[src/rtl/ccd_tg_pkg.sv]
package ccd_tg_pkg;

  typedef enum logic [2:0] {
    ST_IDLE,
    ST_SETUP,
    ST_GATE,
    ST_HOLD,
    ST_XFER,
    ST_INTEG
  } seq_st_t;

  function automatic int max3(input int a, input int b, input int c);
    int m;
    m = (a > b) ? a : b;
    return (m > c) ? m : c;
  endfunction

  function automatic int cbits(input int v);
    return (v > 1) ? $clog2(v) : 1;
  endfunction

endpackage

[src/rtl/ccd_phase_gen.sv]
module ccd_phase_gen
  import ccd_tg_pkg::*;
#(
  parameter int DIV     = 4,
  parameter int RS_OFS  = 0,
  parameter int RS_W    = 1,
  parameter int CLP_OFS = 2,
  parameter int CLP_W   = 1
) (
  input  logic clk,
  input  logic rst_n,
  input  logic run,
  output logic ph_first,
  output logic ph_wrap,
  output logic p1_run,
  output logic rs_win,
  output logic clp_win
);

  localparam int PW   = cbits(DIV);
  localparam int HALF = DIV / 2;
  localparam int WOFS [2] = '{RS_OFS, CLP_OFS};
  localparam int WLEN [2] = '{RS_W, CLP_W};

  logic [PW-1:0] ph;
  logic [1:0]    win;

  always_ff @(posedge clk or negedge rst_n) begin
    if (!rst_n) begin
      ph <= '0;
    end else if (!run || ph == PW'(DIV - 1)) begin
      ph <= '0;
    end else begin
      ph <= ph + 1'b1;
    end
  end

  assign ph_first = run && (ph == '0);
  assign ph_wrap  = run && (ph == PW'(DIV - 1));
  assign p1_run   = (int'(ph) < HALF);

  for (genvar gi = 0; gi < 2; gi++) begin : g_win
    assign win[gi] = run && (int'(ph) >= WOFS[gi]) && (int'(ph) < WOFS[gi] + WLEN[gi]);
  end

  assign rs_win  = win[0];
  assign clp_win = win[1];

endmodule

[src/rtl/ccd_line_fsm.sv]
module ccd_line_fsm
  import ccd_tg_pkg::*;
#(
  parameter int NPIX    = 5220,
  parameter int T_SU    = 4,
  parameter int T_ROG   = 320,
  parameter int T_HD    = 128,
  parameter int INTEG_W = 8
) (
  input  logic               clk,
  input  logic               rst_n,
  input  logic               line_en,
  input  logic [INTEG_W-1:0] integ_len,
  input  logic               ph_wrap,
  output seq_st_t            state,
  output logic [cbits(NPIX)-1:0] pix_cnt
);

  localparam int TW    = cbits(max3(T_SU, T_ROG, T_HD) + 1);
  localparam int PIX_W = cbits(NPIX);
  localparam int CNT_W = (PIX_W > INTEG_W) ? PIX_W : INTEG_W;

  logic [TW-1:0]      tcnt;
  logic [CNT_W-1:0]   pcnt;
  logic [INTEG_W-1:0] integ_q;
  seq_st_t            after_line;

  assign after_line = line_en ? ST_SETUP : ST_IDLE;
  assign pix_cnt    = pcnt[PIX_W-1:0];

  always_ff @(posedge clk or negedge rst_n) begin
    if (!rst_n) begin
      state   <= ST_IDLE;
      tcnt    <= '0;
      pcnt    <= '0;
      integ_q <= '0;
    end else begin
      case (state)
        ST_IDLE: begin
          tcnt <= '0;
          pcnt <= '0;
          if (line_en) state <= ST_SETUP;
        end
        ST_SETUP: begin
          if (tcnt == TW'(T_SU - 1)) begin
            state <= ST_GATE;
            tcnt  <= '0;
          end else begin
            tcnt <= tcnt + 1'b1;
          end
        end
        ST_GATE: begin
          if (tcnt == TW'(T_ROG - 1)) begin
            state <= ST_HOLD;
            tcnt  <= '0;
          end else begin
            tcnt <= tcnt + 1'b1;
          end
        end
        ST_HOLD: begin
          if (tcnt == TW'(T_HD - 1)) begin
            state   <= ST_XFER;
            tcnt    <= '0;
            pcnt    <= '0;
            integ_q <= integ_len;
          end else begin
            tcnt <= tcnt + 1'b1;
          end
        end
        ST_XFER: begin
          if (ph_wrap) begin
            if (pcnt == CNT_W'(NPIX - 1)) begin
              pcnt  <= '0;
              state <= (integ_q == '0) ? after_line : ST_INTEG;
            end else begin
              pcnt <= pcnt + 1'b1;
            end
          end
        end
        ST_INTEG: begin
          if (ph_wrap) begin
            if (pcnt == CNT_W'(integ_q) - 1'b1) begin
              pcnt  <= '0;
              state <= after_line;
            end else begin
              pcnt <= pcnt + 1'b1;
            end
          end
        end
        default: state <= ST_IDLE;
      endcase
    end
  end

endmodule

[src/rtl/ccd_timing_gen.sv]
module ccd_timing_gen
  import ccd_tg_pkg::*;
#(
  parameter int CLK_PS  = 15625,
  parameter int DIV     = 4,
  parameter int NPIX    = 5220,
  parameter int T_SU    = 4,
  parameter int T_ROG   = 320,
  parameter int T_HD    = 128,
  parameter int RS_OFS  = 0,
  parameter int RS_W    = 1,
  parameter int CLP_OFS = 2,
  parameter int CLP_W   = 1,
  parameter int INTEG_W = 8,
  localparam int PIX_W  = cbits(NPIX)
) (
  input  logic               clk,
  input  logic               rst_n,
  input  logic               line_en,
  input  logic [INTEG_W-1:0] integ_len,
  output logic               gate_o,
  output logic               sh1_o,
  output logic               sh2_o,
  output logic               shlast_o,
  output logic               noderst_o,
  output logic               clamp_o,
  output logic [PIX_W-1:0]   pix_idx,
  output logic               pix_valid,
  output logic               line_start,
  output logic               busy
);

  if (NPIX < 5220) begin : g_bad_npix
    $error("line shorter than 5220 pixel periods");
  end
  if (DIV < 2 || DIV * CLK_PS < 62500) begin : g_bad_div
    $error("pixel rate above 16 MHz");
  end
  if (T_SU * CLK_PS < 50000) begin : g_bad_su
    $error("gate setup gap below 50 ns");
  end
  if (T_ROG * CLK_PS < 3000000) begin : g_bad_rog
    $error("gate pulse below 3 us");
  end
  if (T_HD * CLK_PS < 1000000) begin : g_bad_hd
    $error("gate hold gap below 1 us");
  end
  if (RS_W * CLK_PS < 10000 || RS_OFS + RS_W > CLP_OFS || CLP_OFS + CLP_W > DIV) begin : g_bad_pls
    $error("reset/clamp placement invalid");
  end

  seq_st_t          state;
  logic [PIX_W-1:0] pix_cnt;
  logic             run, freeze;
  logic             ph_first, ph_wrap, p1_run, rs_win, clp_win;

  assign run    = (state == ST_XFER) || (state == ST_INTEG);
  assign freeze = (state == ST_SETUP) || (state == ST_GATE) || (state == ST_HOLD);

  ccd_phase_gen #(
    .DIV(DIV), .RS_OFS(RS_OFS), .RS_W(RS_W), .CLP_OFS(CLP_OFS), .CLP_W(CLP_W)
  ) u_phase (
    .clk(clk), .rst_n(rst_n), .run(run),
    .ph_first(ph_first), .ph_wrap(ph_wrap), .p1_run(p1_run),
    .rs_win(rs_win), .clp_win(clp_win)
  );

  ccd_line_fsm #(
    .NPIX(NPIX), .T_SU(T_SU), .T_ROG(T_ROG), .T_HD(T_HD), .INTEG_W(INTEG_W)
  ) u_fsm (
    .clk(clk), .rst_n(rst_n), .line_en(line_en), .integ_len(integ_len),
    .ph_wrap(ph_wrap), .state(state), .pix_cnt(pix_cnt)
  );

  assign sh1_o      = freeze | (run & p1_run);
  assign sh2_o      = ~sh1_o;
  assign shlast_o   = sh1_o;
  assign gate_o     = (state == ST_GATE);
  assign noderst_o  = rs_win;
  assign clamp_o    = clp_win;
  assign pix_valid  = (state == ST_XFER);
  assign pix_idx    = pix_valid ? pix_cnt : '0;
  assign line_start = pix_valid && ph_first && (pix_cnt == '0);
  assign busy       = (state != ST_IDLE);

endmodule

[config.mk]
export PLATFORM = sky130hd
export DESIGN_NAME = ccd_timing_gen
export DESIGN_NICKNAME = d
export VERILOG_FILES = /design/src/rtl/ccd_tg_pkg.sv /design/src/rtl/ccd_phase_gen.sv /design/src/rtl/ccd_line_fsm.sv /design/src/rtl/ccd_timing_gen.sv
export SDC_FILE = /design/constraint.sdc
export NUM_CORES = 1
export LEC_CHECK = 0
export ABC_CLOCK_PERIOD_IN_PS = 7300
export BUFFER_PORTS_ARGS = -buffer_cell sky130_fd_sc_hd__buf_2
export CAP_MARGIN = 40
export CORE_ASPECT_RATIO = 1.75
export CORE_MARGIN = 1.5
export CORE_UTILIZATION = 60
export CTS_CLUSTER_DIAMETER = 40
export DETAILED_ROUTE_END_ITERATION = 12
export PLACE_DENSITY = 0.82
export SLEW_MARGIN = 0
export SYNTH_ARGS = -nofsm -noshare
export SYNTH_HDL_FRONTEND = slang
export SYNTH_HIERARCHICAL = 1
export SYNTH_SLANG_ARGS = --single-unit
[constraint.sdc]
create_clock -name clk -period 7.3 [get_ports clk]
set_input_delay 0.365 -clock clk [delete_from_list [all_inputs] [get_ports clk]]
set_output_delay 0.365 -clock clk [all_outputs]
set_load 0.01 [all_outputs]
; Word level (Yosys, flattened, before mapping)
; Index checks and enable logic that the tools add are counted.
[op_classes]
addsub = 4
magnitude_cmp = 4
eq_ne = 19
n_mux = 23
n_bitwise = 3
reduce_logical = 22
[op_table]
columns = cell, count
row1 = $mux W13, 6
row2 = $pmux W13 S4, 1
row3 = $pmux W9 S4, 1
row4 = $mux W3, 9
row5 = $mux W9, 3
row6 = $pmux W3 S6, 1
row7 = $add A13 B1 Y13 const B, 1
row8 = $eq A13 B13 Y1, 1
row9 = $eq A13 B13 Y1 const B, 1
row10 = $logic_not A13 Y1, 1
row11 = $ne A2 B1 Y1 const B, 6
row12 = $add A9 B1 Y9 const B, 1
row13 = $eq A9 B2 Y1 const B, 1
row14 = $eq A9 B7 Y1 const B, 1
row15 = $eq A9 B9 Y1 const B, 1
row16 = $sub A8 B1 Y9 const B, 1
row17 = $logic_not A8 Y1, 1
row18 = $reduce_and A8 Y1, 1
row19 = $reduce_bool A4 Y1, 2
row20 = $logic_and A1 B1 Y1, 7
row21 = $eq A3 B2 Y1 const B, 2
row22 = $eq A3 B3 Y1 const B, 2
row23 = $logic_or A1 B1 Y1, 4
row24 = $lt A2 B2 Y1 const B, 2
row25 = 17 further kinds, 18
[totals]
regBits = 35
output_inout_bits = 22

; Depth between registers and ports, before layout
[logic_depth]
ltp_word = 5
depth_mapped = 11

; Hierarchy
; Netlist, hierarchy kept.
[modules_own_cells]
columns = module, instances, cells_per_inst, area_each_um2, seq_area_each_um2
row1 = ccd_line_fsm, 1, 246, 2169.6, 825.8
row2 = ccd_timing_gen, 1, 28, 190.2, 0.0
row3 = ccd_phase_gen, 1, 16, 152.6, 50.0

; Worst setup path before layout
; Ideal clock, no wire load.
[synth_timing]
path_kind = register to register
from = reg u_fsm.integ_q[0]
to = reg u_fsm.pcnt[3] (netlist: u_fsm/pix_cnt[3])
arrival_ps = 2287
required_ps = 7157
path_slack_ps = 4870
stages_incl_launch_ff = 12
n_path_buf = 2
path_cell_list = dfrtp_1 inv_1 ha_1 or3b_1 a211oi_1 o211ai_1 nor4_4 a21oi_1 buf_6 buf_8 a21oi_1 a31oi_1
[synth_between]
elab_chain_cells = 5
[synth_rtl]
columns = item, line
row1 = "start, declared", ccd_line_fsm.sv:25  ; logic [INTEG_W-1:0] integ_q;
row2 = "start signal, assigned", ccd_line_fsm.sv:65  ; integ_q <= integ_len;
row3 = $sub A8 B1 Y9, ccd_line_fsm.sv:82  ; if (pcnt == CNT_W'(integ_q) - 1'b1) begin
row4 = $eq A13 B13 Y1, ccd_line_fsm.sv:82
row5 = $mux W13, ccd_line_fsm.sv:82
row6 = $mux W13, ccd_line_fsm.sv:81  ; if (ph_wrap) begin
row7 = $pmux W13 S4, ccd_line_fsm.sv:38  ; case (state)
row8 = "end signal, assigned", ccd_line_fsm.sv:76  ; pcnt <= pcnt + 1'b1;
row9 = "end signal, assigned", ccd_line_fsm.sv:86  ; pcnt <= pcnt + 1'b1;
row10 = "end, declared", ccd_line_fsm.sv:24  ; logic [CNT_W-1:0] pcnt;
; Every way passes these cells. The select of a mux whose other input is x is not followed.
; A chain may end at the register's enable or synchronous reset.

; Final worst setup path
[layout_timing]
from = reg u_fsm.state[2]
to = out line_start
[layout_between]
elab_chain_cells = 5
elab_cells_between_ends = 6
cone_classes = eq/ne (2) / reduce/logical (4)
[layout_rtl]
columns = item, line
row1 = "start, declared", ccd_line_fsm.sv:15  ; output seq_st_t state,
row2 = "start signal, assigned", ccd_line_fsm.sv:74  ; state <= (integ_q == '0) ? after_line : ST_INTEG;
row3 = "start signal, assigned", ccd_line_fsm.sv:84  ; state <= after_line;
row4 = $eq A3 B3 Y1, ccd_timing_gen.sv:57  ; assign run = (state == ST_XFER) || (state == ST_INTEG);
row5 = $logic_or A1 B1 Y1 *, ccd_timing_gen.sv:57
row6 = via run, ccd_timing_gen.sv:54  ; logic run, freeze;
row7 = $logic_and A1 B1 Y1 *, ccd_phase_gen.sv:38  ; assign ph_first = run && (ph == '0);
row8 = $logic_and A1 B1 Y1 * (2 in series), ccd_timing_gen.sv:83  ; assign line_start = pix_valid && ph_first && (pix_cnt == '0);
row9 = "end, declared", ccd_timing_gen.sv:29  ; output logic line_start,
; Mark *: on every way through the listed nets, which the timed path passes. The rest lies on a longest branch.

==> summary.txt <==
Yosys
  – Number of synthesized flops with an enable pin: 0
  – Yosys warns: 6
  – Avg Inst Size Synth: roughly 8.7 sq um
  – Netlist cell types: 57
  – Ys async rst share: between 90% and 100%
  – Area leader, netlist: dfrtp_1
  – Post-synth top area share: between 30% and 40%
  – Sequential element share of the synthesized area: between 30% and 40%
  – Syn Nets: ~310
  – Netlist Area Pre-Place: approximately 2500 sq um
  – Top cells by area, synth: dfrtp_1 (35%), mux2_2 (4.5%), nand2_1 (4.3%), and2_1 (3.5%), o21ai_0 (3.4%)
  – Synthesis-stage register bit count: 35
  – Post-Synthesis Cells: 290
  – Main synth FF type: dfrtp_1

Layout
  – Final std cells w/o fill: ~360
  – Area Overhead vs Synth: 9.86%
  – Antenna diodes: 0
  – # fillers: roughly 360
  – Share of post-route cells with drive strength above 1: about a fifth
  – Nets: 331

STA
  – Period utilization: around two fifths
  – Max Freq: between 0.3 and 0.4 GHz
  – Clock Skews: 5.68 ps
  – Final Hold Vio Count: 0
  – Fin worst setup slack: approximately 4400 ps
  – Final setup TNS: 0 ps
  – Final-report max-slew violation count: 0
  – Worst-margin pin slew: between 700 and 800 ps
  – Worst slew margin: about half
  – Final setup violation count: 0
  – Final min period: 2890 ps
  – RSZ-0062 raised after global routing: no

Floorplan
  – Die X: around 52 microns
  – Initial Utilization: 61.7%
  – Die area: around 4600 sq um
  – # rows: 31
  – # IOs: 33
  – Core area: between 4000 and 5000 sq um
  – Die Ht: about 89 microns

Placement
  – HPWL after detailed placement: 4060 microns
  – # port buffers: 32
  – Placer congestion estimate: between 0.9 and 1
  – Pre-CTS setup slack: 4690 ps
  – Dpl cells: ~360

Global routing
  – Initial antenna violation count: 0
  – Overall Global Routing Usage: 26.3%
  – First-pass GRT wire length: around 9000 microns
  – Vias in the first global route: between 1,500 and 2,000
  – Largest net degree at the start of global routing: 36
  – Global route overflow: 0

Pwr
  – Max IR drop VDD: between 200 and 250 uV
  – Total leakage power: between 1 and 1.5 nW
  – Pwr dens: 267 nW/um^2
  – Final Power: about 0.00074 W

Setup path
  – Critical-path maximum fanout: 26
  – Worst setup path start: u_fsm/state[2]$_DFFE_PN0P_
  – Worst-case reg-to-reg path depth: 10
  – Worst path arrival time: between 2000 and 3000 ps
  – Setup crit end kind: output port
  – Nature of the critical path startpoint: flip-flop
  – Worst path required time: a little under 7000 ps
  – Crit Path Category: reg -> out
  – RR Startpoint: u_fsm/integ_q[0]$_DFFE_PN0P_

Clocking
  – Hold buffers post-CTS: 0
  – Htree depth: 2
  – Total CTS buffers: 5
  – Root buffer cell: clkbuf_8
  – Clock transition at path regs: 70 ps
  – Post-CTS Resized: 0
  – Post-CTS setup buffers: 0
  – # clock sinks: 35
  – CTS tree: done
  – Clock buffer depth: 2
  – Clock Latency Late Sink: about 280 ps

Routing
  – Routed Antenna Nets: 0
  – Final wirelength: roughly 5700 microns
  – DRC errors left: 0
  – Wire length per cell: between 15 and 20 microns
  – Vias per inst: approximately 6.2
  – 1st-pass router iterations: 5
  – Routed vias: ~2,200
  – 1st-iter DRT viols: 95

Run status
  – Outcome: completed

Flow run
  – Max Cap Viol: 0

Min path
  – HP Class: in -> async
==> Yosys cell counts (3+ instances only) <==
cell      number
and2_1        14
a31oi_1       10
nand2b_1       5
o31ai_1        4
o21a_1         3
a21oi_1       11
nand3_1       16
ha_1           6
nor3b_1        3
xor2_1         7
nor2b_1        6
xnor2_1        5
buf_2          3
nor3_1         7
o21ai_0       17
a21o_1         3
nor2_1        14
inv_1         11
and2_2         3
dfrtp_1       35
nand4_1        4
mux2_2        10
or3_1          3
nand3b_1       5
nor4_1         3
clkbuf_1       7
o21ai_1        4
and3_1         4
nand2_1       29
==> flip-flops by register name, summed over array words and instances (netlist names) <==
name           count
u_fsm/tcnt         9
u_fsm/integ_q      8
u_fsm/state        3
u_phase/ph         2
u_fsm/pix_cnt     13
==> routing by layer <==
metal	global-route usage, %	wire, microns
met1	30.3	2210
met2	48.0	3030
met3	4.56	270
met4	8.13	140
met5	0	0
==> cells in the final DEF (no fill, tap or decap), types with 4 or more instances in the layout <==
cell / count
nand2_1: 29
xor2_1: 7
and2_1: 14
nor2b_1: 6
and3_1: 4
buf_2: 32
o21ai_0: 17
o21ai_1: 4
inv_1: 11
o31ai_1: 4
a31oi_1: 10
nand3_1: 16
nand3b_1: 5
nor2_1: 14
xnor2_1: 5
mux2_2: 10
ha_1: 6
dfrtp_1: 35
a21oi_1: 11
nand2b_1: 5
clkbuf_8: 6
nand4_1: 4
nor3_1: 7
==> metrics by stage <==
step | hold slack (ps) | area [sq um] | utilization (%)
after floorplan | 69.4 | 2510 | -
after global placement | 449 | 2640 | 64.9
after detailed placement | 459 | 2640 | 64.9
after CTS | 179 | 2760 | 67.8
after global routing | 218 | 2760 | 67.8
final | 152 | 2760 | 67.8
==> final timing paths <==
kind	to	slack, ps
hold / removal	u_phase/ph[1]$_DFF_PN0_	150
max in group asynchronous	u_fsm/integ_q[2]$_DFFE_PN0P_	6650
setup / recovery	line_start	4410
hold reg to reg	u_phase/ph[0]$_DFF_PN0_	460
setup reg to reg	u_fsm/pix_cnt[8]$_DFFE_PN0P_	4670
min in group clk	u_fsm/integ_q[4]$_DFFE_PN0P_	310
==> power by group <==
part,internal (W),switching [W]
Clock,0.000110,0.0000702
Combinational,0.000117,0.000168
Sequential,0.000216,0.0000541
==> cells by family after synthesis <==
logic type      count (synthesis)  share of synthesized area, %
compound gates                 67                          17.1
xor+xnor                       12                          4.18
fa+ha+maj                       6                          2.99
buf+inv                        27                          5.58
flops                          35                          34.9
mux                            12                          5.28
simple gates                  131                          30.0
==> critical path: stages (launching register included) <==
cell and delay (ps):
dfrtp_1 780, nor2b_1 380, and2_2 220, nor4b_1 380, nand3_1 160, nor4_2 150
buf_2 160
==> area by class of cell <==
| type | instances | area [sq um] | area share (%) |
|---|---|---|---|
| Inverter | 11 | 41.3 | 1.50 |
| Clock inverter | 2 | 35.0 | 1.27 |
| Timing Repair Buffer | 33 | 168 | 6.07 |
| Clock buffer | 6 | 82.6 | 2.99 |
| Sequential cell | 35 | 876 | 31.7 |
| Tap cell | 49 | 61.3 | 2.22 |
| Multi-Input combinational cell | 228 | 1500 | 54.2 |
No activity file was read; power rests on OpenSTA's default activity.
